===== config.mk =====
export PLATFORM = sky130hd
export DESIGN_NAME = bitfield_unit
export DESIGN_NICKNAME = d
export VERILOG_FILES = /design/src/rtl/bf_pkg.sv /design/src/rtl/bf_decode.sv /design/src/rtl/bf_mask_gen.sv /design/src/rtl/bf_extract.sv /design/src/rtl/bf_insert.sv /design/src/rtl/bitfield_unit.sv
export SDC_FILE = /design/constraint.sdc
export NUM_CORES = 1
export LEC_CHECK = 0
export ABC_AREA = 1
export BUFFER_PORTS_ARGS = -buffer_cell sky130_fd_sc_hd__buf_2
export CAP_MARGIN = 20
export CORE_UTILIZATION = 45
export DETAILED_ROUTE_END_ITERATION = 10
export GPL_ROUTABILITY_DRIVEN = 1
export PLACE_DENSITY_LB_ADDON = 0.15
export SETUP_SLACK_MARGIN = 0.15
export SYNTH_ARGS = -nofsm -noshare
export SYNTH_HDL_FRONTEND = slang
export SYNTH_SLANG_ARGS = --single-unit

===== constraint.sdc =====
create_clock -name clk -period 11.1 [get_ports clk]
set_input_delay 1.665 -clock clk [delete_from_list [all_inputs] [get_ports clk]]
set_output_delay 1.665 -clock clk [all_outputs]
set_load 0.03 [all_outputs]

===== src/rtl/bf_pkg.sv =====
package bf_pkg;

    localparam logic [31:0] BF_MATCH_MASK = 32'hFC00C000;
    localparam logic [31:0] BF_EXT_CODE   = 32'h64004000;
    localparam logic [31:0] BF_INS_CODE   = 32'h64008000;

    typedef enum logic [1:0] {
        BF_NONE    = 2'd0,
        BF_EXTRACT = 2'd1,
        BF_INSERT  = 2'd2
    } bf_op_e;

    typedef struct packed {
        bf_op_e     op;
        logic [4:0] rd;
        logic [4:0] start;
        logic [4:0] slot;
        logic [5:0] width;
        logic       bad;
    } bf_dec_t;

endpackage


===== src/rtl/bf_decode.sv =====
module bf_decode
    import bf_pkg::*;
(
    input  logic [31:0] word_i,
    output bf_dec_t     dec_o
);
    localparam int unsigned FIELD_MAX = 32;

    logic [5:0] sum_w;
    logic [5:0] span_w;

    always_comb begin
        dec_o       = '0;
        dec_o.rd    = word_i[25:21];
        dec_o.start = word_i[4:0];
        dec_o.slot  = word_i[10:6];
        sum_w       = {1'b0, word_i[10:6]} + {1'b0, word_i[4:0]};
        span_w      = {1'b0, word_i[10:6]} - {1'b0, word_i[4:0]} + 6'd1;

        if ((word_i & BF_MATCH_MASK) == BF_EXT_CODE) begin
            dec_o.op    = BF_EXTRACT;
            dec_o.width = {1'b0, word_i[10:6]};
            dec_o.bad   = (word_i[10:6] == 5'd0) || (sum_w > 6'(FIELD_MAX));
        end else if ((word_i & BF_MATCH_MASK) == BF_INS_CODE) begin
            dec_o.op    = BF_INSERT;
            dec_o.bad   = (word_i[10:6] < word_i[4:0]);
            dec_o.width = dec_o.bad ? 6'd0 : span_w;
        end
    end

endmodule


===== src/rtl/bf_mask_gen.sv =====
module bf_mask_gen #(
    parameter int unsigned DATA_W = 32,
    localparam int unsigned WID_W = $clog2(DATA_W) + 1
) (
    input  logic [WID_W-1:0]  width_i,
    output logic [DATA_W-1:0] mask_o
);
    for (genvar i = 0; i < DATA_W; i++) begin : g_bit
        assign mask_o[i] = (WID_W'(i) < width_i);
    end
endmodule


===== src/rtl/bf_extract.sv =====
module bf_extract #(
    parameter int unsigned DATA_W = 32,
    localparam int unsigned SH_W  = $clog2(DATA_W)
) (
    input  logic [DATA_W-1:0] src_i,
    input  logic [SH_W-1:0]   start_i,
    input  logic [DATA_W-1:0] mask_i,
    output logic [DATA_W-1:0] res_o
);
    always_comb res_o = (src_i >> start_i) & mask_i;
endmodule


===== src/rtl/bf_insert.sv =====
module bf_insert #(
    parameter int unsigned DATA_W = 32,
    localparam int unsigned SH_W  = $clog2(DATA_W)
) (
    input  logic [DATA_W-1:0] src_i,
    input  logic [DATA_W-1:0] dst_i,
    input  logic [SH_W-1:0]   start_i,
    input  logic [DATA_W-1:0] mask_i,
    output logic [DATA_W-1:0] res_o
);
    logic [DATA_W-1:0] place_w;

    always_comb begin
        place_w = mask_i << start_i;
        res_o   = (dst_i & ~place_w) | ((src_i << start_i) & place_w);
    end
endmodule


===== src/rtl/bitfield_unit.sv =====
module bitfield_unit
    import bf_pkg::*;
(
    input  logic        clk,
    input  logic        rst,
    input  logic        valid_i,
    input  logic [31:0] instr_i,
    input  logic [31:0] src_i,
    input  logic [31:0] dst_i,
    output logic [31:0] result_o,
    output logic [4:0]  rd_o,
    output logic        wen_o,
    output logic        illegal_o
);
    localparam int unsigned DATA_W = 32;
    localparam int unsigned SH_W   = $clog2(DATA_W);

    typedef struct packed {
        logic [DATA_W-1:0] result;
        logic [4:0]        rd;
        logic              wen;
        logic              ill;
    } out_t;

    bf_dec_t           dec_w;
    logic [DATA_W-1:0] mask_w;
    logic [DATA_W-1:0] ext_res_w;
    logic [DATA_W-1:0] ins_res_w;
    out_t              out_d, out_q;

    bf_decode u_dec (.word_i(instr_i), .dec_o(dec_w));

    bf_mask_gen #(.DATA_W(DATA_W)) u_mask (
        .width_i (dec_w.width),
        .mask_o  (mask_w)
    );

    bf_extract #(.DATA_W(DATA_W)) u_ext (
        .src_i   (src_i),
        .start_i (dec_w.start[SH_W-1:0]),
        .mask_i  (mask_w),
        .res_o   (ext_res_w)
    );

    bf_insert #(.DATA_W(DATA_W)) u_ins (
        .src_i   (src_i),
        .dst_i   (dst_i),
        .start_i (dec_w.start[SH_W-1:0]),
        .mask_i  (mask_w),
        .res_o   (ins_res_w)
    );

    always_comb begin
        out_d     = out_q;
        out_d.wen = 1'b0;
        out_d.ill = 1'b0;
        if (valid_i && dec_w.op != BF_NONE) begin
            if (dec_w.bad) begin
                out_d.ill = 1'b1;
            end else begin
                out_d.wen    = 1'b1;
                out_d.rd     = dec_w.rd;
                out_d.result = (dec_w.op == BF_EXTRACT) ? ext_res_w : ins_res_w;
            end
        end
    end

    always_ff @(posedge clk) begin
        if (rst) out_q <= '0;
        else     out_q <= out_d;
    end

    assign result_o  = out_q.result;
    assign rd_o      = out_q.rd;
    assign wen_o     = out_q.wen;
    assign illegal_o = out_q.ill;

    // an idle cycle produces no write and no flag, and the data holds
    a_r10_idle_quiet: assert property (@(posedge clk) disable iff (rst)
        !valid_i |=> (!wen_o && !illegal_o && $stable(result_o) && $stable(rd_o)));

    // the written index comes from bits 25:21 of the previous word
    a_r3_rd_field: assert property (@(posedge clk) disable iff (rst)
        (valid_i && dec_w.op != BF_NONE && !dec_w.bad) |=> (wen_o && rd_o == $past(instr_i[25:21])));

    // nothing survives above the extracted field
    a_r4_ext_upper_zero: assert property (@(posedge clk) disable iff (rst)
        (valid_i && dec_w.op == BF_EXTRACT && !dec_w.bad) |=> ((result_o & ~$past(mask_w)) == '0));

    // destination bits outside the inserted field are untouched
    a_r7_ins_keeps_rest: assert property (@(posedge clk) disable iff (rst)
        (valid_i && dec_w.op == BF_INSERT && !dec_w.bad) |=>
            (((result_o ^ $past(dst_i)) & ~($past(mask_w) << $past(dec_w.start))) == '0));

    // an invalid field raises the flag and blocks the write
    a_r8_bad_blocks_write: assert property (@(posedge clk) disable iff (rst)
        (valid_i && dec_w.bad) |=> (illegal_o && !wen_o && $stable(result_o)));

endmodule


-- Word-level counts from Yosys, hierarchy flattened
Index checks and enable logic that the tools add are counted.
- latch bits: 0
- register bits after elaboration: 39
- memory bits (writable): 0
- bits in read-only memories: 0
- bits of input ports: 99
- word-level logic and storage cells: 68
- memories: 0
- output and inout bits: 39
- shift-type cells: 3
- add/subtract/negate cells: 3
- muxes and demuxes: 8
- $lt $le $gt $ge: 34
- multiply operators: 0
- divide/modulo/power cells: 0
- bitwise logic cells: 7
- equal/unequal tests: 3
- reduce and logical (&&, ||, !) cells: 6
- operators with widths (kind ; number):
    32-bit bitwise AND ; 3
    5-bit by 6-bit less-than comparator with 1-bit output, first input constant ; 16
    32-bit by 5-bit left shift with 32-bit output ; 2
    4-bit by 6-bit less-than comparator with 1-bit output, first input constant ; 8
    32-bit 2-to-1 mux ; 1
    32-bit inverter ; 1
    32-bit OR ; 1
    32-bit by 5-bit right shift with 32-bit output ; 1
    3-bit by 6-bit less-than comparator with 1-bit output, first input constant ; 4
    8-bit by 7-bit equality test with 1-bit output, second input constant ; 2
    7-bit 2-to-1 mux ; 2
    1-bit by 6-bit less-than comparator with 1-bit output, first input constant ; 2
    2-bit by 6-bit less-than comparator with 1-bit output, first input constant ; 2
    5-bit by 5-bit adder with 6-bit output ; 1
    6-bit by 1-bit adder with 6-bit output, second input constant ; 1
    6-bit greater-than comparator, second input constant ; 1
    6-bit 2-to-1 mux ; 1
    5-bit by 5-bit subtractor with 6-bit output ; 1
    5-bit logical NOT ; 1
    5-bit less-than comparator ; 1
    2-bit 2-to-1 mux ; 2
    2-bit by 1-bit equality test with 1-bit output, second input constant ; 1
    1-bit 2-to-1 mux ; 2
    1-bit inverter ; 2
    5 further kinds ; 5

-- Logic depth before layout (Yosys ltp)
Gate-level depths: netlist (run 1).
- depth in word-level cells: 11
- mapped depth: 27
- mapped depth without buffers: 23

-- Cells and area by module
Synthesis (run 1) repeated with hierarchy kept, for this count alone.
- cell total of the unflattened synthesis: 1736
- area total of the unflattened synthesis: 8553.2 um^2
- by module, submodules not included (module ; area an instance (um^2) ; times used ; cells each ; sequential area each (um^2)):
    bf_insert ; 3654.8 ; 1 ; 789 ; 0.0
    bitfield_unit ; 2048.2 ; 1 ; 352 ; 780.7
    bf_extract ; 1714.1 ; 1 ; 392 ; 0.0
    bf_decode ; 812.0 ; 1 ; 128 ; 0.0
    bf_mask_gen ; 324.1 ; 1 ; 75 ; 0.0

-- Worst setup path before layout (run 1)
No wires, ideal clock.
- path kind: input port to flip-flop
- from: input port instr_i[1]
- to: register out_q, in the netlist result_o[31]
- library setup time: 0.132 ns
- stages on the path: 25
- slack: 6.172 ns
- arrival: 4.796 ns
- required time: 10.968 ns
- path buffers: 4
- path through: buf_2 > clkinv_1 > clkbuf_1 > buf_1 > ha_1 > inv_1 > ha_1 > fa_1 > nand3_1 > nand4_1 > nand2_1 > nor2_4 > nor2_4 > buf_6 > nand2_4 > nor2_4 > nand2_2 > nand2_1 > nand3_1 > nand2_2 > nand2_2 > nand3_2 > nand3_1 > nand3_1 > a21oi_1
- word-level cells in the longest chain between the ends: 11
- ends and longest elaborated chain (element ; RTL line ; source):
    start, declared ; bitfield_unit.sv:7 ; input logic [31:0] instr_i,
    5-bit by 5-bit subtractor with 6-bit output ; bf_decode.sv:18 ; span_w = {1'b0, word_i[10:6]} - {1'b0, word_i[4:0]} + 6'd1;
    6-bit by 1-bit adder with 6-bit output ; bf_decode.sv:18 ;
    6-bit 2-to-1 mux ; bf_decode.sv:27 ; dec_o.width = dec_o.bad ? 6'd0 : span_w;
    7-bit 2-to-1 mux ; bf_decode.sv:24 ; end else if ((word_i & BF_MATCH_MASK) == BF_INS_CODE) begin
    7-bit 2-to-1 mux ; bf_decode.sv:20 ; if ((word_i & BF_MATCH_MASK) == BF_EXT_CODE) begin
    1-bit by 6-bit less-than comparator with 1-bit output (tied with other cells) ; bf_mask_gen.sv:9 ; assign mask_o[i] = (WID_W'(i) < width_i);
    32-bit by 5-bit left shift with 32-bit output ; bf_insert.sv:14 ; place_w = mask_i << start_i;
    32-bit inverter ; bf_insert.sv:15 ; res_o = (dst_i & ~place_w) | ((src_i << start_i) & place_w);
    32-bit bitwise AND ; bf_insert.sv:15 ;
    32-bit OR ; bf_insert.sv:15 ;
    32-bit 2-to-1 mux ; bitfield_unit.sv:63 ; out_d.result = (dec_w.op == BF_EXTRACT) ? ext_res_w : ins_res_w;
    end signal, assigned ; bitfield_unit.sv:70 ; else out_q <= out_d;
    end, declared ; bitfield_unit.sv:29 ; out_t out_d, out_q;
Parallel ways exist; a longest one is shown, timed or not.
A chain may end at the register's enable or synchronous reset.

-- Worst setup path in the final report (run 1)
- from: input port instr_i[1]
- to: register out_q, in the netlist result_o[10]
Same word-level chain as after synthesis.

==> impl_metrics.env, run 1 <==
export IMPL_outcome="finished clean"
export IMPL_cp_cell_sequence="buf_2 > buf_4 > inv_2 > ha_1 > inv_1 > ha_1 > fa_1 > nand3_1 > nand3_1 > nand2_1 > nand4_1 > nand2_1 > nor2_2 > nand2_1 > nand3_1 > nand2_1 > nand2_1 > nand2_1 > nand3_1 > o211ai_1 > a21oi_1"
export IMPL_dieArea_mm2=0.0176
export IMPL_clk_latency_ns=0.29
export IMPL_wl_um=30900
export IMPL_yosys_top_cells_area="nand2_1 18%, nand3_1 17%, o21ai_0 12%"
export IMPL_cts_hold_buf=0
export IMPL_stdcell_count=1706
export IMPL_p_leak_nw=4.23
export IMPL_via_per_inst=5.92
export IMPL_finalCoreUtilization=0.506
export IMPL_synth_ff_type="dfxtp_1"
export IMPL_port_buffers=128
export IMPL_grt_pass1_wl_um=48500
export IMPL_coreArea_mm2=0.0166
export IMPL_whs_endpoint="result_o[31]"
export IMPL_postCtsSetupBuffers=0
export IMPL_synth_edf_count=0
export IMPL_synth_top_area_cell="nand2_1"
export IMPL_reg2reg_to="result_o[25]"
export IMPL_finalHoldViolCount=0
export IMPL_clkSlewWorstSetupHoldPaths_ns=0.06
export IMPL_grt_max_degree=101
export IMPL_p_clk_frac=0.296
export IMPL_avgSynthCellArea_um2=5.33
export IMPL_start_util=0.461
export IMPL_critPathRequiredTime_ns=11.27
export IMPL_multi_input_area_mm2=0.00599
export IMPL_tightest_slew_ns=1.00
export IMPL_route_detailed_drc=0
export IMPL_cp_arrival_ns=6.48
export IMPL_whs_path_depth=2
export IMPL_peakVddDrop_uv=74.7
export IMPL_crit_type="in -> reg"
export IMPL_cts_buffers=5
export IMPL_path_common_cell="nand2_1"
export IMPL_clkSinkCount=39
export IMPL_area_growth_pct=9.60
export IMPL_nNetsFinal=1603
export IMPL_async_reset_ff_frac=0
export IMPL_synth_common_cells="366 x nand2_1, 257 x nand3_1, 180 x o21ai_0"
export IMPL_antenna_cells=0
export IMPL_fp_dieW_um=133
export IMPL_fin_crit_ns=6.31
export IMPL_antenna_found_initial=0
export IMPL_post_cts_resized=0
export IMPL_die_y_um=133
export IMPL_stdcell_area_mm2=0.00842
export IMPL_dpl_cell_count=1698
export IMPL_setup_ws_ns=4.79
export IMPL_grt_pass1_vias=8959
export IMPL_synth_most_common_cell="nand2_1"
export IMPL_slew_limit_headroom=0.331
export IMPL_root_buffer="clkbuf_16"
export IMPL_synthCells=1441
export IMPL_synth_nets=1559
export IMPL_power_switching_mw=0.247
export IMPL_ys_ff_latch=39
export IMPL_setup_worst_path_end_class="flop"
export IMPL_dr_pass1_iters=5
export IMPL_setup_violations_final=0
export IMPL_vias=10100
export IMPL_worstRegToRegCells=2
export IMPL_drive_gt1_frac=0.143
export IMPL_critPathLaunchType="input pin"
export IMPL_r2r_start="result_o[25]"
export IMPL_regArea_um2=781
export IMPL_max_freq_mhz=158
export IMPL_period_share=0.569
export IMPL_slew_viol_final=0
export IMPL_pwr_share_comb=0.460
export IMPL_ys_warn_count=0
export IMPL_overflow=0
export IMPL_synth_top_area_frac=0.179
export IMPL_wl_per_cell_um=18.1
export IMPL_dpl_instance_area_mm2=0.00825
export IMPL_path_max_fanout=82
export IMPL_regToRegSetupSlack_ns=10.37
export IMPL_netlist_cell_type_count=53
export IMPL_fillers=1926
export IMPL_ctsHtreeMaxLevel=2
export IMPL_finalWeightedCongestion=0.998
export IMPL_min_from="result_o[31]"
export IMPL_cts_tree="built"
export IMPL_skew_ns=0
export IMPL_drtIter0Drc=1147
export IMPL_pin_count=138
export IMPL_grtUsageTotal=0.350
export IMPL_antenna_left=0
export IMPL_fin_tns_setup_ns=0
export IMPL_yosysSeqAreaShare=0.102
export IMPL_clockBufferDepth=2
export IMPL_p_seq_frac=0.244
export IMPL_max_stage_delay_ns=0.65
export IMPL_hold_path_class="reg -> reg"
export IMPL_post_place_ws_ns=4.70
export IMPL_maxCapViolations=0
export IMPL_cp_slowest_cell="buf_4"
export IMPL_rsz0062_at_grt="false"
export IMPL_rows=47
export IMPL_powerDensity_mw_per_mm2=68.5
export IMPL_dp_hpwl_um=23400
export IMPL_swShare=0.428
export IMPL_power_internal_mw=0.330
export IMPL_synth_cell_area_mm2=0.00768
[cells in the final DEF, fill, tap and decap left out, drive strengths merged, types with 3 or more instances in the layout]
master  netlist  final
inv         121    122
clkbuf       52      5
o31ai         8      8
nor3          7      7
or2           6      6
o211ai       18     18
dfxtp        39     39
nand4        17     17
nand2       385    385
o21bai       10     10
nor2        106    106
nand3       271    271
o21ai       183    183
fa            3      3
mux2i        19     19
a21oi        83     83
a21boi        6      6
clkinv        5      6
o22ai         8      8
ha           16     16
buf          51    140
a31oi         7      7
[critical path, delay by kind of cell]
| kind | cells | cell delay, ns |
|---|---|---|
| AOI/OAI and AO/OA | 2 | 0.34 |
| buffers and inverters | 4 | 1.08 |
| and+or+nand+nor | 12 | 2.32 |
| adders and majority gates | 3 | 1.04 |
[cell type report]
cell class / count / share of cell area
Sequential cell: 39 / 0.0928
Multi-Input combinational cell: 1173 / 0.711
Tap cell: 220 / 0.0327
Inverter: 126 / 0.0562
Timing Repair Buffer: 140 / 0.0868
Clock inverter: 3 / 0.00520
Clock buffer: 5 / 0.0149
[per-layer routing]
layer / vias up / global-route usage / part of all wire
met2: 459 / 0.551 / 0.43
met4: 0 / 0.188 / 0.057
met5: - / 0 / 0
li1: 4957 / - / -
met3: 82 / 0.0448 / 0.073
met1: 4593 / 0.463 / 0.43
[state kept, by name (all words and copies together) (netlist names)]
name / flops
illegal_o: 1
rd_o: 5
result_o: 32
wen_o: 1
[cells by family after synthesis]
logic type | share of synthesized area
mux | 0.0248
buf+inv | 0.120
compound gates | 0.247
flops | 0.102
simple gates | 0.470
fa+ha+maj | 0.0339
xor+xnor | 0.00342
[power by group through the flow]
stage               combinational (mW)  sequential [mW]  clock, mW
global route                     0.293            0.141      0.175
CTS                              0.259            0.141      0.170
floorplan                        0.181            0.145          0
finish                           0.265            0.141      0.170
global placement                 0.257            0.144          0
detailed placement               0.258            0.144          0
[stage by stage]
step	hold slack (ns)	power (mW)
after floorplan	0.595	0.326
after global routing	0.493	0.609
after global placement	0.451	0.401
final	0.472	0.576
after detailed placement	0.465	0.402
after CTS	0.475	0.570
[worst max path at each step]
stage          startpoint      endpoint  slack (ns)  depth (start not counted)
2_1_floorplan  instr_i[1]  result_o[31]        6.17                         25
3_3_place_gp   instr_i[1]  result_o[10]        4.70                         21
3_5_place_dp   instr_i[1]  result_o[10]        4.70                         21
4_1_cts        instr_i[1]  result_o[10]        5.00                         21
5_1_grt        instr_i[1]  result_o[10]        4.40                         22
6_report       instr_i[1]  result_o[10]        4.79                         21
No activity file was read; power rests on OpenSTA's default activity.
==> run 2, diff against run 1 <==
==> constraint.sdc (replaced) <==
create_clock -name clk -period 5.9 [get_ports clk]
set_input_delay 0.885 -clock clk [delete_from_list [all_inputs] [get_ports clk]]
set_output_delay 0.885 -clock clk [all_outputs]
set_load 0.03 [all_outputs]
==> run 2 against run 1 <==
Compared with the run above: combinational power rose by 89%; worst setup slack worse by 3.6 ns; die area is the same; routed wire length is 0.28% lower; critical path type unchanged.
==> impl_metrics.env, run 2 (synthesis gave the netlist of run 1 again) <==
export IMPL_hold_path_class="reg -> reg"
export IMPL_setup_worst_path_end_class="flop"
export IMPL_finalHoldViolCount=0
export IMPL_max_freq_mhz=214
export IMPL_vias=9986
export IMPL_multi_input_area_mm2=0.00599
export IMPL_p_leak_nw=4.23
export IMPL_coreArea_mm2=0.0166
export IMPL_pin_count=138
export IMPL_grt_max_degree=105
export IMPL_power_internal_mw=0.620
export IMPL_post_place_ws_ns=1.04
export IMPL_critPathRequiredTime_ns=6.07
export IMPL_dpl_cell_count=1699
export IMPL_grt_pass1_vias=9007
export IMPL_min_from="result_o[31]"
export IMPL_postCtsSetupBuffers=0
export IMPL_grtUsageTotal=0.351
export IMPL_regArea_um2=781
export IMPL_wl_um=30900
export IMPL_powerDensity_mw_per_mm2=129
export IMPL_reg2reg_to="result_o[25]"
export IMPL_dr_pass1_iters=6
export IMPL_cts_hold_buf=0
export IMPL_p_seq_frac=0.245
export IMPL_whs_endpoint="result_o[31]"
export IMPL_slew_viol_final=0
export IMPL_die_y_um=133
export IMPL_whs_path_depth=2
export IMPL_nNetsFinal=1604
export IMPL_skew_ns=0
export IMPL_slew_limit_headroom=0.298
export IMPL_antenna_left=0
export IMPL_largest_reg_flops=32
export IMPL_power_switching_mw=0.462
export IMPL_r2r_start="result_o[25]"
export IMPL_dieArea_mm2=0.0176
export IMPL_cp_arrival_ns=4.84
export IMPL_ctsHtreeMaxLevel=2
export IMPL_finalCoreUtilization=0.506
export IMPL_path_common_cell="nand2_1"
export IMPL_final_cell_mix="366 x nand2_1, 257 x nand3_1, 180 x o21ai_0, 128 x buf_2, 113 x inv_1"
export IMPL_antenna_found_initial=0
export IMPL_clkSinkCount=39
export IMPL_layout_commonest_cell="nand2_1"
export IMPL_port_buffers=128
export IMPL_wl_per_cell_um=18.1
export IMPL_regToRegSetupSlack_ns=5.18
export IMPL_root_buffer="clkbuf_16"
export IMPL_crit_type="in -> reg"
export IMPL_outcome="finished clean"
export IMPL_cts_tree="built"
export IMPL_pwr_share_comb=0.463
export IMPL_via_per_inst=5.85
export IMPL_drive_gt1_frac=0.143
export IMPL_path_buf_inv=2
export IMPL_drtIter0Drc=1306
export IMPL_dp_hpwl_um=23600
export IMPL_whs_ns=0.478
export IMPL_cp_cell_sequence="buf_2 > inv_1 > ha_1 > ha_1 > fa_1 > nand3_1 > nand3_1 > nand2_1 > nand4_1 > nand2_1 > nor2_2 > nand2_1 > nand3_1 > nand2_1 > nand2_1 > nand2_1 > nand3_1 > o211ai_1 > a21oi_1"
export IMPL_swShare=0.427
export IMPL_fillers=1869
export IMPL_clkSlewWorstSetupHoldPaths_ns=0.06
export IMPL_overflow=0
export IMPL_stdcell_count=1707
export IMPL_rows=47
export IMPL_tightest_slew_ns=1.05
export IMPL_path_max_fanout=25
export IMPL_p_clk_frac=0.292
export IMPL_critPathLaunchType="input pin"
export IMPL_route_detailed_drc=0
export IMPL_antenna_cells=0
export IMPL_finalWeightedCongestion=1.01
export IMPL_clockBufferDepth=2
export IMPL_max_stage_delay_ns=0.52
export IMPL_clk_latency_ns=0.29
export IMPL_worstRegToRegCells=2
export IMPL_fp_dieW_um=133
export IMPL_setup_ws_ns=1.23
export IMPL_rsz0062_at_grt="false"
export IMPL_fin_tns_setup_ns=0
export IMPL_crit_family="simple AND/OR/NAND/NOR gates"
export IMPL_period_share=0.792
export IMPL_area_growth_pct=9.70
export IMPL_peakVddDrop_uv=124
export IMPL_cp_slowest_cell="nand2_1"
export IMPL_grt_pass1_wl_um=48600
export IMPL_fin_crit_ns=4.67
export IMPL_cts_buffers=5
export IMPL_maxCapViolations=0
export IMPL_start_util=0.461
export IMPL_setup_violations_final=0
export IMPL_post_cts_resized=0
## run 2: changes by cell type in the layout (fill, tap and decap cells not counted)
cell	previous run	this run
buf_4	12	13
## run 2: area by class of cell
type                            instances  share of cell area
Multi-Input combinational cell       1173               0.711
Sequential cell                        39              0.0927
Timing Repair Buffer                  141              0.0876
Inverter                              126              0.0561
Tap cell                              220              0.0327
Clock buffer                            5              0.0149
Clock inverter                          3             0.00520
## run 2: how the worst max path moves through the flow
stage                              end  cells past startpoint       start
final                     result_o[10]                     19  instr_i[0]
after global routing      result_o[10]                     20  instr_i[0]
after CTS                  result_o[8]                     21  instr_i[0]
after detailed placement   result_o[8]                     21  instr_i[0]
after global placement     result_o[8]                     21  instr_i[0]
after floorplan           result_o[31]                     25  instr_i[1]
## run 2: worst min-delay path, cell delays in order (launching register included)
cell     delay, ns
dfxtp_1       0.31
nand2_1       0.06
a21oi_1       0.06
## run 2: routing by layer
metal  track usage  wire (um)
met1         0.469      13300
met2         0.545      13400
met3        0.0540       2480
met4         0.181       1680
met5             0          0
## run 2: power groups by stage
stage / clock network (mW) / logic (mW) / registers, mW
after global routing: 0.331 / 0.557 / 0.265
after CTS: 0.318 / 0.490 / 0.265
after global placement: 0 / 0.488 / 0.271
final: 0.317 / 0.501 / 0.265
after detailed placement: 0 / 0.488 / 0.271
after floorplan: 0 / 0.340 / 0.273
## run 2: through the flow
| stage | area (um^2) | total power [mW] |
|---|---|---|
| after floorplan | 7680 | 0.613 |
| after global placement | 8250 | 0.758 |
| after detailed placement | 8250 | 0.759 |
| after CTS | 8420 | 1.07 |
| after global routing | 8420 | 1.15 |
| final | 8420 | 1.08 |
==> run 3, diff against run 2 <==
==> constraint.sdc (replaced) <==
create_clock -name clk -period 4.7 [get_ports clk]
set_input_delay 0.705 -clock clk [delete_from_list [all_inputs] [get_ports clk]]
set_output_delay 0.705 -clock clk [all_outputs]
set_load 0.03 [all_outputs]
==> run 3 against run 2 <==
Compared with the run above: final cell count grew 0.12%; power up 21%; non-clock buffer count is 2 higher; first-iteration DRC count is 12% lower; clock power up 9.1%; sequential power rose by 26%; worst setup slack got worse by 0.50 ns; utilization about the same; worst hold slack lost 0.015 ns; sequential cell count did not move; sequential share of layout area about the same; largest power group unchanged; highest routed layer unchanged.
==> impl_metrics.env, run 3 (synthesis gave the netlist of run 1 again) <==
export IMPL_dieArea_mm2=0.0176
export IMPL_skew_ns=0
export IMPL_largest_reg_flops=32
export IMPL_via_per_inst=5.82
export IMPL_p_leak_nw=4.23
export IMPL_root_buffer="clkbuf_16"
export IMPL_cp_cell_sequence="buf_2 > inv_2 > ha_1 > inv_1 > ha_1 > fa_1 > nand3_1 > nand4_1 > nand2_1 > nor2_4 > nor2_4 > nand2_4 > inv_1 > nand3_1 > nand3_1 > nand3_1 > nand2_2 > nand2_2 > nand3_2 > nand2_1 > nand2_1 > nand3_1 > a21oi_1"
export IMPL_grt_max_degree=105
export IMPL_fin_tns_setup_ns=0
export IMPL_crit_type="in -> reg"
export IMPL_cts_hold_buf=0
export IMPL_dpl_instance_area_mm2=0.00828
export IMPL_dr_pass1_iters=6
export IMPL_wl_per_cell_um=18.1
export IMPL_drive_gt1_frac=0.144
export IMPL_regArea_um2=781
export IMPL_post_cts_resized=0
export IMPL_rsz0062_at_grt="false"
export IMPL_die_y_um=133
export IMPL_slew_limit_headroom=0.290
export IMPL_clockBufferDepth=2
export IMPL_max_freq_mhz=252
export IMPL_antenna_found_initial=0
export IMPL_nNetsFinal=1606
export IMPL_multi_input_area_mm2=0.00599
export IMPL_maxCapViolations=0
export IMPL_clkSlewWorstSetupHoldPaths_ns=0.06
export IMPL_postCtsSetupBuffers=0
export IMPL_cp_slowest_cell="fa_1"
export IMPL_pwr_share_comb=0.480
export IMPL_rows=47
export IMPL_finalHoldViolCount=0
export IMPL_critPathRequiredTime_ns=4.92
export IMPL_powerDensity_mw_per_mm2=155
export IMPL_antenna_cells=0
export IMPL_route_detailed_drc=0
export IMPL_clk_latency_ns=0.29
export IMPL_p_clk_frac=0.265
export IMPL_area_growth_pct=9.74
export IMPL_vias=9953
export IMPL_outcome="finished clean"
export IMPL_finalCoreUtilization=0.506
export IMPL_fp_dieW_um=133
export IMPL_power_internal_mw=0.725
export IMPL_peakVddDrop_uv=135
export IMPL_cp_arrival_ns=4.20
export IMPL_wl_um=30900
export IMPL_layout_commonest_cell="nand2_1"
export IMPL_tightest_slew_ns=1.06
export IMPL_power_switching_mw=0.580
export IMPL_grt_pass1_vias=8895
export IMPL_p_seq_frac=0.255
export IMPL_period_share=0.845
export IMPL_swShare=0.445
export IMPL_path_buf_inv=4
export IMPL_fin_crit_ns=3.97
export IMPL_crit_family="simple AND/OR/NAND/NOR gates"
export IMPL_fillers=1865
export IMPL_start_util=0.461
export IMPL_path_max_fanout=14
export IMPL_dp_hpwl_um=23600
export IMPL_whs_ns=0.463
export IMPL_setup_ws_ns=0.728
export IMPL_port_buffers=128
export IMPL_path_common_cell="nand3_1"
export IMPL_coreArea_mm2=0.0166
export IMPL_setup_violations_final=0
export IMPL_final_cell_mix="366 x nand2_1, 257 x nand3_1, 180 x o21ai_0, 128 x buf_2, 113 x inv_1"
export IMPL_max_stage_delay_ns=0.41
export IMPL_ctsHtreeMaxLevel=2
export IMPL_pin_count=138
export IMPL_setup_worst_path_end_class="flop"
export IMPL_post_place_ws_ns=0.523
export IMPL_cts_tree="built"
export IMPL_cts_buffers=5
export IMPL_hold_path_class="reg -> reg"
export IMPL_stdcell_area_mm2=0.00843
export IMPL_critPathLaunchType="input pin"
export IMPL_overflow=0
export IMPL_drtIter0Drc=1153
export IMPL_slew_viol_final=0
export IMPL_grt_pass1_wl_um=48600
export IMPL_finalWeightedCongestion=0.989
export IMPL_antenna_left=0
export IMPL_clkSinkCount=39
export IMPL_grtUsageTotal=0.350
## run 3: changes by cell type in the layout (fill, tap and decap cells not counted), sizes merged
cell | before | now
buf | 141 | 143
bufinv | 1 | 0
clkinv | 6 | 5
clkinvlp | 0 | 2
## run 3: worst reg2reg max path: stages (launching register included)
cell and delay, ns:
dfxtp_1 0.32, o21ai_0 0.17, a21oi_1 0.08
## run 3: path summary, 6_finish.rpt
path	endpoint	depth (start not counted)	slack, ns	startpoint
hold / removal	result_o[31]	2	0.46	result_o[31]
hold reg to reg	result_o[31]	2	0.46	result_o[31]
setup / recovery	result_o[31]	23	0.73	instr_i[1]
setup reg to reg	result_o[3]	2	4.01	result_o[3]
## run 3: per-stage QoR
| step | instances | power [mW] |
|---|---|---|
| 2_1_floorplan | 1441 | 0.770 |
| 3_3_place_gp | 1701 | 0.949 |
| 3_5_place_dp | 1701 | 0.951 |
| 4_1_cts | 1709 | 1.29 |
| 5_1_grt | 1709 | 1.39 |
| 6_report | 1709 | 1.31 |
## run 3: layout make-up
type | instances | share of cell area
repair buffers | 143 | 0.0909
well taps | 220 | 0.0327
clock buffers | 5 | 0.0148
clock inverters | 3 | 0.00238
multi-input cells | 1173 | 0.710
flip-flops and latches | 39 | 0.0927
inverters | 126 | 0.0561
## run 3: power by group through the flow
stage,clock network [mW],registers (mW),logic [mW]
after detailed placement,0,0.340,0.611
final,0.346,0.333,0.627
after CTS,0.343,0.333,0.613
after floorplan,0,0.343,0.427
after global placement,0,0.340,0.609
after global routing,0.360,0.333,0.696
## run 3: metal layers
layer,vias up,GRT usage,share of wire,routed length [um]
met3,59,0.0510,0.089,2760
li1,4961,-,-,-
met5,-,0,0,0
met4,0,0.135,0.041,1270
met1,4454,0.475,0.43,13200
met2,479,0.557,0.44,13600
